**config.mk**
```make
export PLATFORM = sky130hd
export DESIGN_NAME = pulse_acc_top
export DESIGN_NICKNAME = d
export VERILOG_FILES = /design/src/rtl/pacc_pkg.sv /design/src/rtl/pacc_edge_det.sv /design/src/rtl/pacc_counter.sv /design/src/rtl/pacc_flags.sv /design/src/rtl/pulse_acc_top.sv
export SDC_FILE = /design/constraint.sdc
export NUM_CORES = 1
export LEC_CHECK = 0
export BUFFER_PORTS_ARGS = -buffer_cell sky130_fd_sc_hd__buf_2
export CORE_MARGIN = 3
export CORE_UTILIZATION = 55
export DETAILED_ROUTE_END_ITERATION = 16
export GPL_TIMING_DRIVEN = 0
export PLACE_DENSITY = 0.83
export SKIP_CTS_REPAIR_TIMING = 1
export SYNTH_ARGS = -nofsm -noshare
export SYNTH_HDL_FRONTEND = slang
export SYNTH_HIERARCHICAL = 1
export SYNTH_SLANG_ARGS = --single-unit
export TNS_END_PERCENT = 20
```
**constraint.sdc**
```tcl
create_clock -name clk -period 5.85 [get_ports clk]
set_input_delay 0.8775 -clock clk [delete_from_list [all_inputs] [get_ports clk]]
set_output_delay 0.8775 -clock clk [all_outputs]
set_load 0.05 [all_outputs]
```
**src/rtl/pacc_pkg.sv**
```systemverilog
package pacc_pkg;
  localparam int ADDR_W = 2;

  localparam logic [ADDR_W-1:0] ADDR_CTRL = 2'd0;
  localparam logic [ADDR_W-1:0] ADDR_FLAG = 2'd1;
  localparam logic [ADDR_W-1:0] ADDR_CNT  = 2'd2;

  typedef enum logic [1:0] {
    SRC_PRESC = 2'b00,
    SRC_EDGE  = 2'b01,
    SRC_DIVLO = 2'b10,
    SRC_DIVHI = 2'b11
  } clk_src_e;

  // Control register layout, MSB first: bit 6 down to bit 0
  typedef struct packed {
    logic     fast_clr;
    logic     edge_ie;
    logic     ovf_ie;
    clk_src_e src;
    logic     falling;
    logic     enable;
  } ctrl_t;

  localparam int CTRL_W = $bits(ctrl_t);
endpackage

```
**src/rtl/pacc_edge_det.sv**
```systemverilog
module pacc_edge_det #(
  parameter int SYNC_STAGES = 2
) (
  input  logic clk,
  input  logic rst_n,
  input  logic pin,
  input  logic falling,
  input  logic enable,
  output logic edge_pulse
);
  localparam int CHAIN_W = SYNC_STAGES + 1;

  logic [CHAIN_W-1:0] chain_q, chain_d;
  logic               cur_lvl, prev_lvl;

  always_comb begin
    chain_d = {chain_q[CHAIN_W-2:0], pin};
  end

  always_ff @(posedge clk or negedge rst_n) begin
    if (!rst_n) chain_q <= '0;
    else        chain_q <= chain_d;
  end

  assign cur_lvl    = chain_q[SYNC_STAGES-1];
  assign prev_lvl   = chain_q[SYNC_STAGES];
  assign edge_pulse = enable & (falling ? (~cur_lvl & prev_lvl) : (cur_lvl & ~prev_lvl));

  AST_EDGE_SINGLE: assert property (@(posedge clk) disable iff (!rst_n)
    (edge_pulse ##1 $stable(falling)) |-> !edge_pulse) else $error("edge twice in a row");
endmodule

```
**src/rtl/pacc_counter.sv**
```systemverilog
module pacc_counter #(
  parameter int CNT_W = 16
) (
  input  logic             clk,
  input  logic             rst_n,
  input  logic             cnt_en,
  input  logic             load,
  input  logic [CNT_W-1:0] load_val,
  output logic [CNT_W-1:0] cnt,
  output logic             low_carry,
  output logic             full_wrap
);
  localparam int LOW_W = CNT_W / 2;

  logic [CNT_W-1:0] cnt_d;

  always_comb begin
    cnt_d = cnt;
    if (load)        cnt_d = load_val;
    else if (cnt_en) cnt_d = cnt + 1'b1;
  end

  always_ff @(posedge clk or negedge rst_n) begin
    if (!rst_n) cnt <= '0;
    else        cnt <= cnt_d;
  end

  assign low_carry = cnt_en & ~load & (&cnt[LOW_W-1:0]);
  assign full_wrap = cnt_en & ~load & (&cnt);

  AST_LOAD_VALUE: assert property (@(posedge clk) disable iff (!rst_n)
    load |=> cnt == $past(load_val)) else $error("load lost");
  AST_CNT_HOLD: assert property (@(posedge clk) disable iff (!rst_n)
    (!load && !cnt_en) |=> $stable(cnt)) else $error("count moved");
  AST_DIV_NEST: assert property (@(posedge clk) disable iff (!rst_n)
    full_wrap |-> low_carry) else $error("wrap without low carry");
endmodule

```
**src/rtl/pacc_flags.sv**
```systemverilog
module pacc_flags (
  input  logic clk,
  input  logic rst_n,
  input  logic ovf_set,
  input  logic ovf_clr,
  input  logic edge_set,
  input  logic edge_clr,
  output logic ovf_flag,
  output logic edge_flag
);
  logic ovf_d, edge_d;

  always_comb begin
    ovf_d  = ovf_set  | (ovf_flag  & ~ovf_clr);
    edge_d = edge_set | (edge_flag & ~edge_clr);
  end

  always_ff @(posedge clk or negedge rst_n) begin
    if (!rst_n) begin
      ovf_flag  <= 1'b0;
      edge_flag <= 1'b0;
    end else begin
      ovf_flag  <= ovf_d;
      edge_flag <= edge_d;
    end
  end

  AST_OVF_SET: assert property (@(posedge clk) disable iff (!rst_n)
    ovf_set |=> ovf_flag) else $error("overflow set lost");
  AST_SET_WINS: assert property (@(posedge clk) disable iff (!rst_n)
    (edge_set && edge_clr) |=> edge_flag) else $error("clear beat set");
endmodule

```
**src/rtl/pulse_acc_top.sv**
```systemverilog
module pulse_acc_top
  import pacc_pkg::*;
#(
  parameter int CNT_W       = 16,
  parameter int SYNC_STAGES = 2
) (
  input  logic              clk,
  input  logic              rst_n,
  input  logic              bus_wr,
  input  logic              bus_rd,
  input  logic [ADDR_W-1:0] bus_addr,
  input  logic [CNT_W-1:0]  bus_wdata,
  output logic [CNT_W-1:0]  bus_rdata,
  input  logic              pin_in,
  input  logic              presc_tick,
  input  logic              ext_ovf8,
  output logic              tmr_tick,
  output logic              ovf_irq,
  output logic              edge_irq
);
  ctrl_t            ctrl_q, ctrl_d;
  logic             wr_ctrl, wr_flag, wr_cnt, cnt_access;
  logic             edge_pulse, cnt_en;
  logic [CNT_W-1:0] cnt;
  logic             low_carry, full_wrap;
  logic             ovf_set, ovf_clr, edge_clr;
  logic             ovf_flag, edge_flag;

  assign wr_ctrl    = bus_wr & (bus_addr == ADDR_CTRL);
  assign wr_flag    = bus_wr & (bus_addr == ADDR_FLAG);
  assign wr_cnt     = bus_wr & (bus_addr == ADDR_CNT);
  assign cnt_access = (bus_wr | bus_rd) & (bus_addr == ADDR_CNT);

  always_comb begin
    ctrl_d = ctrl_q;
    if (wr_ctrl) ctrl_d = ctrl_t'(bus_wdata[CTRL_W-1:0]);
  end

  always_ff @(posedge clk or negedge rst_n) begin
    if (!rst_n) ctrl_q <= '0;
    else        ctrl_q <= ctrl_d;
  end

  pacc_edge_det #(.SYNC_STAGES(SYNC_STAGES)) u_edge (
    .clk        (clk),
    .rst_n      (rst_n),
    .pin        (pin_in),
    .falling    (ctrl_q.falling),
    .enable     (ctrl_q.enable),
    .edge_pulse (edge_pulse)
  );

  assign cnt_en = edge_pulse & ~wr_cnt;

  pacc_counter #(.CNT_W(CNT_W)) u_cnt (
    .clk       (clk),
    .rst_n     (rst_n),
    .cnt_en    (cnt_en),
    .load      (wr_cnt),
    .load_val  (bus_wdata),
    .cnt       (cnt),
    .low_carry (low_carry),
    .full_wrap (full_wrap)
  );

  assign ovf_set  = full_wrap | ext_ovf8;
  assign ovf_clr  = (wr_flag & bus_wdata[1]) | (ctrl_q.fast_clr & cnt_access);
  assign edge_clr = (wr_flag & bus_wdata[0]) | (ctrl_q.fast_clr & cnt_access);

  pacc_flags u_flags (
    .clk       (clk),
    .rst_n     (rst_n),
    .ovf_set   (ovf_set),
    .ovf_clr   (ovf_clr),
    .edge_set  (edge_pulse),
    .edge_clr  (edge_clr),
    .ovf_flag  (ovf_flag),
    .edge_flag (edge_flag)
  );

  always_comb begin
    if (!ctrl_q.enable) tmr_tick = presc_tick;
    else begin
      unique case (ctrl_q.src)
        SRC_PRESC: tmr_tick = presc_tick;
        SRC_EDGE:  tmr_tick = cnt_en;
        SRC_DIVLO: tmr_tick = low_carry;
        SRC_DIVHI: tmr_tick = full_wrap;
        default:   tmr_tick = presc_tick;
      endcase
    end
  end

  assign ovf_irq  = ovf_flag  & ctrl_q.ovf_ie;
  assign edge_irq = edge_flag & ctrl_q.edge_ie;

  always_comb begin
    bus_rdata = '0;
    unique case (bus_addr)
      ADDR_CTRL: bus_rdata[CTRL_W-1:0] = ctrl_q;
      ADDR_FLAG: bus_rdata[1:0]        = {ovf_flag, edge_flag};
      ADDR_CNT:  bus_rdata             = cnt;
      default:   bus_rdata             = '0;
    endcase
  end

  AST_FAST_CLEAR: assert property (@(posedge clk) disable iff (!rst_n)
    (ctrl_q.fast_clr && cnt_access && !ovf_set) |=> !ovf_flag) else $error("fast clear missed");
  AST_IDLE_COUNT: assert property (@(posedge clk) disable iff (!rst_n)
    (!ctrl_q.enable && !wr_cnt) |=> $stable(cnt)) else $error("count moved while off");
endmodule

```
After elaboration in Yosys (flattened, before gate mapping)
Index checks and enable logic that the tools add are counted.

Bits in registers: 28. Bits of input ports: 25. Output and inout port bits: 19. Logic and storage cells: 58.

Add/subtract/negate cells: 1. Equal/unequal tests: 5. Multiplexer cells: 8. Bitwise logic cells: 29. Reduce and logical (&&, ||, !) cells: 5.

Operators by type and width (number): 16-bit 2-to-1 mux (2); 1-bit AND (18); 16-bit by 1-bit adder with 16-bit output (second input constant) (1); 16-bit AND reduction (1); 5-bit one-hot mux with 2 select lines (1); 9-bit 2-to-1 mux (1); 8-bit AND reduction (1); 2-bit == test (second input constant) (3); 1-bit bitwise OR (6); 2-bit one-hot mux with 3 select lines (1); 1-bit inverter (5); 2-bit by 1-bit == test with 1-bit output (second input constant) (2); 2-bit logical NOT (2); 1-bit one-hot mux with 4 select lines (1); 1-bit 2-to-1 mux (2); 2-bit nonzero test (1).

Logic depth before layout (Yosys ltp)
Depth in word-level cells: 9. Gate-level depth with buffers: 10. Depth with buffers taken out: 10.

Hierarchy
The synthesis kept the hierarchy.

Modules (own cells, without submodules): pacc_counter (instances 1, cells each 98, area each 907.1 um^2, sequential area each 400.4 um^2); pulse_acc_top (instances 1, cells each 63, area each 573.0 um^2, sequential area each 175.2 um^2); pacc_edge_det (instances 1, cells each 6, area each 98.8 um^2, sequential area each 75.1 um^2); pacc_flags (instances 1, cells each 6, area each 72.6 um^2, sequential area each 50.0 um^2).

Least setup slack after synthesis
OpenSTA, ideal clock, no wires.

Path kind: input to output. Start point: input bus_addr[1]. End point: output tmr_tick. Arrival: 3.430 ns. Data required time: 4.973 ns. Path slack: 1.542 ns. Cell stages on the path: 10. Path buffers: 1. Cell sequence: buf_4 -> nand3b_1 -> and2_1 -> nand3_2 -> or3_4 -> nor2_1 -> and3_1 -> nand2b_1 -> a31oi_1 -> o21ai_0.

Cells in the longest elaborated chain, start to end: 8. Elaborated cells between the ends (all ways): 9. Those cells by class: eq/ne: 1; mux: 2; bitwise: 6.

RTL lines: start, declared (RTL line pulse_acc_top.sv:11) `input logic [ADDR_W-1:0] bus_addr,`; 2-bit == test (RTL line pulse_acc_top.sv:31) `assign wr_cnt = bus_wr & (bus_addr == ADDR_CNT);`; 1-bit AND (RTL line pulse_acc_top.sv:31); 1-bit inverter (RTL line pulse_acc_top.sv:53) `assign cnt_en = edge_pulse & ~wr_cnt;`; 1-bit AND (RTL line pulse_acc_top.sv:53); net cnt_en (RTL line pulse_acc_top.sv:23) `logic edge_pulse, cnt_en;`; 1-bit AND (2 in series) (RTL line pacc_counter.sv:28) `assign low_carry = cnt_en & ~load & (&cnt[LOW_W-1:0]);`; net low_carry (RTL line pulse_acc_top.sv:25) `logic low_carry, full_wrap;`; 1-bit one-hot mux with 4 select lines (RTL line pulse_acc_top.sv:84) `unique case (ctrl_q.src)`; 1-bit 2-to-1 mux (RTL line pulse_acc_top.sv:82) `if (!ctrl_q.enable) tmr_tick = presc_tick;`; end, declared (RTL line pulse_acc_top.sv:17) `output logic tmr_tick,`.

The timed path passes the listed nets, and every way through them passes these cells.

Worst setup path in the final report
Same ends and word-level chain as after synthesis.

==> results.md <==
- Sequential cell area: 700.7 um2
- Post-synth EDFFs: 0
- Slew HR: 0.5747
- Port bufs: 43
- Critical path buffers and inverters: 3
- Grt total ovfl: 0
- Max IR drop VDD: 0.0001768 V
- Ant. Diodes: 0
- Via count: 1,446
- Max Cap Viol: 0
- Area grow syn2layout: 17.58%
- Detailed Routing Iterations Pass 1: 4
- Syn nets: 199
- Tot GR Track Use: 0.2261
- P_leak: 0.8834 nW
- Fill cell count: 237
- Synthesized area: 0.001652 mm2
- Clock Sink Count: 28
- CTS clk-pin slew, worst paths: 0.15 ns
- Worst Tran Pin Value: 0.6379 ns
- Post-synth cell types: 43
- Most frequent cell after synthesis: dfrtp_1
- FF+latch count, synth: 28
- TNS Setup: 0 ns
- Pins Over Slew Limit: 0
- Die Area: 0.003697 mm2
- CTS root buf: clkbuf_4
- Fin crit share: 0.6830
- Final hold viol count: 0
- Critical path launch point type: input port
- Critical path fanouts, max: 10
- H-tree depth: 1
- Initial core utilization: 0.5888
- Total wire length: 4012 um
- Worst Path Class, Setup: input port to primary output
- Row Count: 19
- Vias in the first global route: 1,355
- Status: finished, final reports clean
- Final nets: 247
- CP dominant cell by count: buf_2
- CP arrival: 3.12 ns
- Cell type with the largest total area after synthesis: dfrtp_1
- Top post-synthesis cells by count: 28 x dfrtp_1, 26 x nand2_1, 16 x o21ai_0, 12 x and2_1, 9 x nor2_1
- Placed Area: 0.001906 mm2
- Hold Crit Class: flop to flop
- Post-route cell area: 0.001942 mm2
- CTS tree: done
- Slowest CP cell: or3_4
- DRC: 0
- Post-Syn Instances: 173
- Cell family with most CP delay: simple AND/OR/NAND/NOR gates
- Synth area leaders: dfrtp_1 42%, nand2_1 5.9%, mux2i_1 4.8%
- Hold path startpoint: u_edge/chain_q[0]
- Yosys warning total: 6
- Detailed placement HPWL: 2962 um
- Die span in y: 60.80 um
- Min Tclk post-route: 3.996 ns
- Asr flop ratio synth: 1.000
- CP peak stage delay: 0.41 ns
- Initial antenna violation count: 0
- Worst r2r src: ctrl_q[1]
- Global-route wire length before repair: 6258 um
- Maximum clock rate: 0.2503 GHz
- Pwr Density: 296.4 mW/mm2
- Initial DRC count: 78
- Largest net degree at the start of global routing: 29
- Setup violations, final: 0
- CTS buffer count: 3
- I/O Pins: 44
- Syn_area_per_cell: 9.547 um2
- Vias per inst: 5.761
- RSZ-0062 raised after global routing: no
- CP Data Required Time: 4.97 ns
- Layout cell share with drive strength beyond 1: 0.2955
- CTS Buffer Depth: 2
- Yosys top cell area share: 0.4242
- Worst skew pair latency: 0.33 ns
- RePlAce Congestion: 0.8525
- CP Cell Sequence: buf_2 -> buf_4 -> nand3b_1 -> and2_1 -> nand3_2 -> or3_4 -> nor2_1 -> and3_1 -> nand2b_1 -> a31oi_1 -> o21ai_0 -> buf_2
- Multi-input gate area: 912.1 um2
- Main synth FF type: dfrtp_1
- Total core area: 0.002805 mm2
- Chip width: 60.80 um
- Crit. End Element: primary output
- WL/cell: 15.98 um
- CP startpoint: bus_addr[1]
- Register area share after synthesis: 0.4242
- Layout Skew: 0.002900 ns
- Post-DRT Antenna Nets: 0
==> registers in the layout, indices dropped and copies added, names as in the netlist <==
signal and flops:
u_flags/edge_flag 1, u_edge/chain_q 3, u_cnt/cnt 16, ctrl_q 7
u_flags/ovf_flag 1
==> cell usage in the layout, fill, tap and decap left out, types with 2 or more instances in the layout <==
cell type	n
mux2i_1	8
nand3_2	2
clkbuf_4	3
nand2b_1	3
nor4_1	5
xor2_1	5
mux2_2	7
buf_2	44
dfrtp_1	28
xnor2_1	7
nor2_1	9
nand2_1	26
and2_1	12
inv_1	4
nand3_1	3
o21ai_0	16
nand4_1	3
or4_1	2
clkbuf_1	3
o31a_1	4
a21o_1	2
==> stage by stage <==
stage | instances | total power [W] | util | setup slack (ns) | hold WS, ns
2_1_floorplan | 173 | 0.0004212 | - | 1.542 | 0.3312
3_3_place_gp | 247 | 0.0004739 | 0.6793 | 1.868 | 0.3374
3_5_place_dp | 247 | 0.0004815 | 0.6793 | 1.854 | 0.3479
4_1_cts | 251 | 0.0005781 | 0.6922 | 1.852 | 0.3812
5_1_grt | 251 | 0.0006091 | 0.6922 | 1.688 | 0.3876
6_report | 251 | 0.0005756 | 0.6922 | 1.854 | 0.3760
==> path summary, 6_finish.rpt <==
kind | end | slack (ns) | cells past startpoint
setup / recovery | tmr_tick | 1.85 | 12
hold / removal | u_edge/chain_q[1] | 0.38 | 0
setup reg to reg | u_cnt/cnt[15] | 3.50 | 7
hold reg to reg | u_edge/chain_q[1] | 0.38 | 0
max in group asynchronous | u_edge/chain_q[2] | 4.90 | 1
min in group asynchronous | u_cnt/cnt[11] | 0.54 | 1
==> cells by family (layout without fill, tap and decap cells) <==
logic type,Yosys count,after routing,share of synthesized area
flip-flops,28,28,0.4242
AND/OR/NAND/NOR,81,81,0.2856
multiplexers,15,15,0.09622
AO/OA/AOI/OAI,27,27,0.09924
buffers and inverters,9,56,0.02348
adder cells (fa/ha/maj),1,1,0.007575
XOR/XNOR,12,12,0.06364
==> layout make-up <==
class                           instances  share of cell area
Buffer                                  5             0.01224
Inverter                                4            0.007732
Multi-Input combinational cell        136              0.4697
Sequential cell                        28              0.3608
Clock buffer                            4             0.01869
Tap cell                               31             0.01997
Timing Repair Buffer                   43              0.1108
==> routing by layer <==
layer	up-vias	GRT usage	routed length, um
met1	691	0.2967	1780
met4	0	0.08669	34
met3	4	0.02128	205
met2	45	0.3847	1991
met5	-	0	0
li1	706	-	-
==> power by group <==
part	leakage [nW]	total, W	switching, W	internal (W)
logic	0.528	0.000195	0.000123	0.0000721
clock network	0.0210	0.0000959	0.0000578	0.0000381
registers	0.335	0.000285	0.0000528	0.000232
total	0.883	0.000576	0.000233	0.000342
Power figures use the tool's default switching activity.
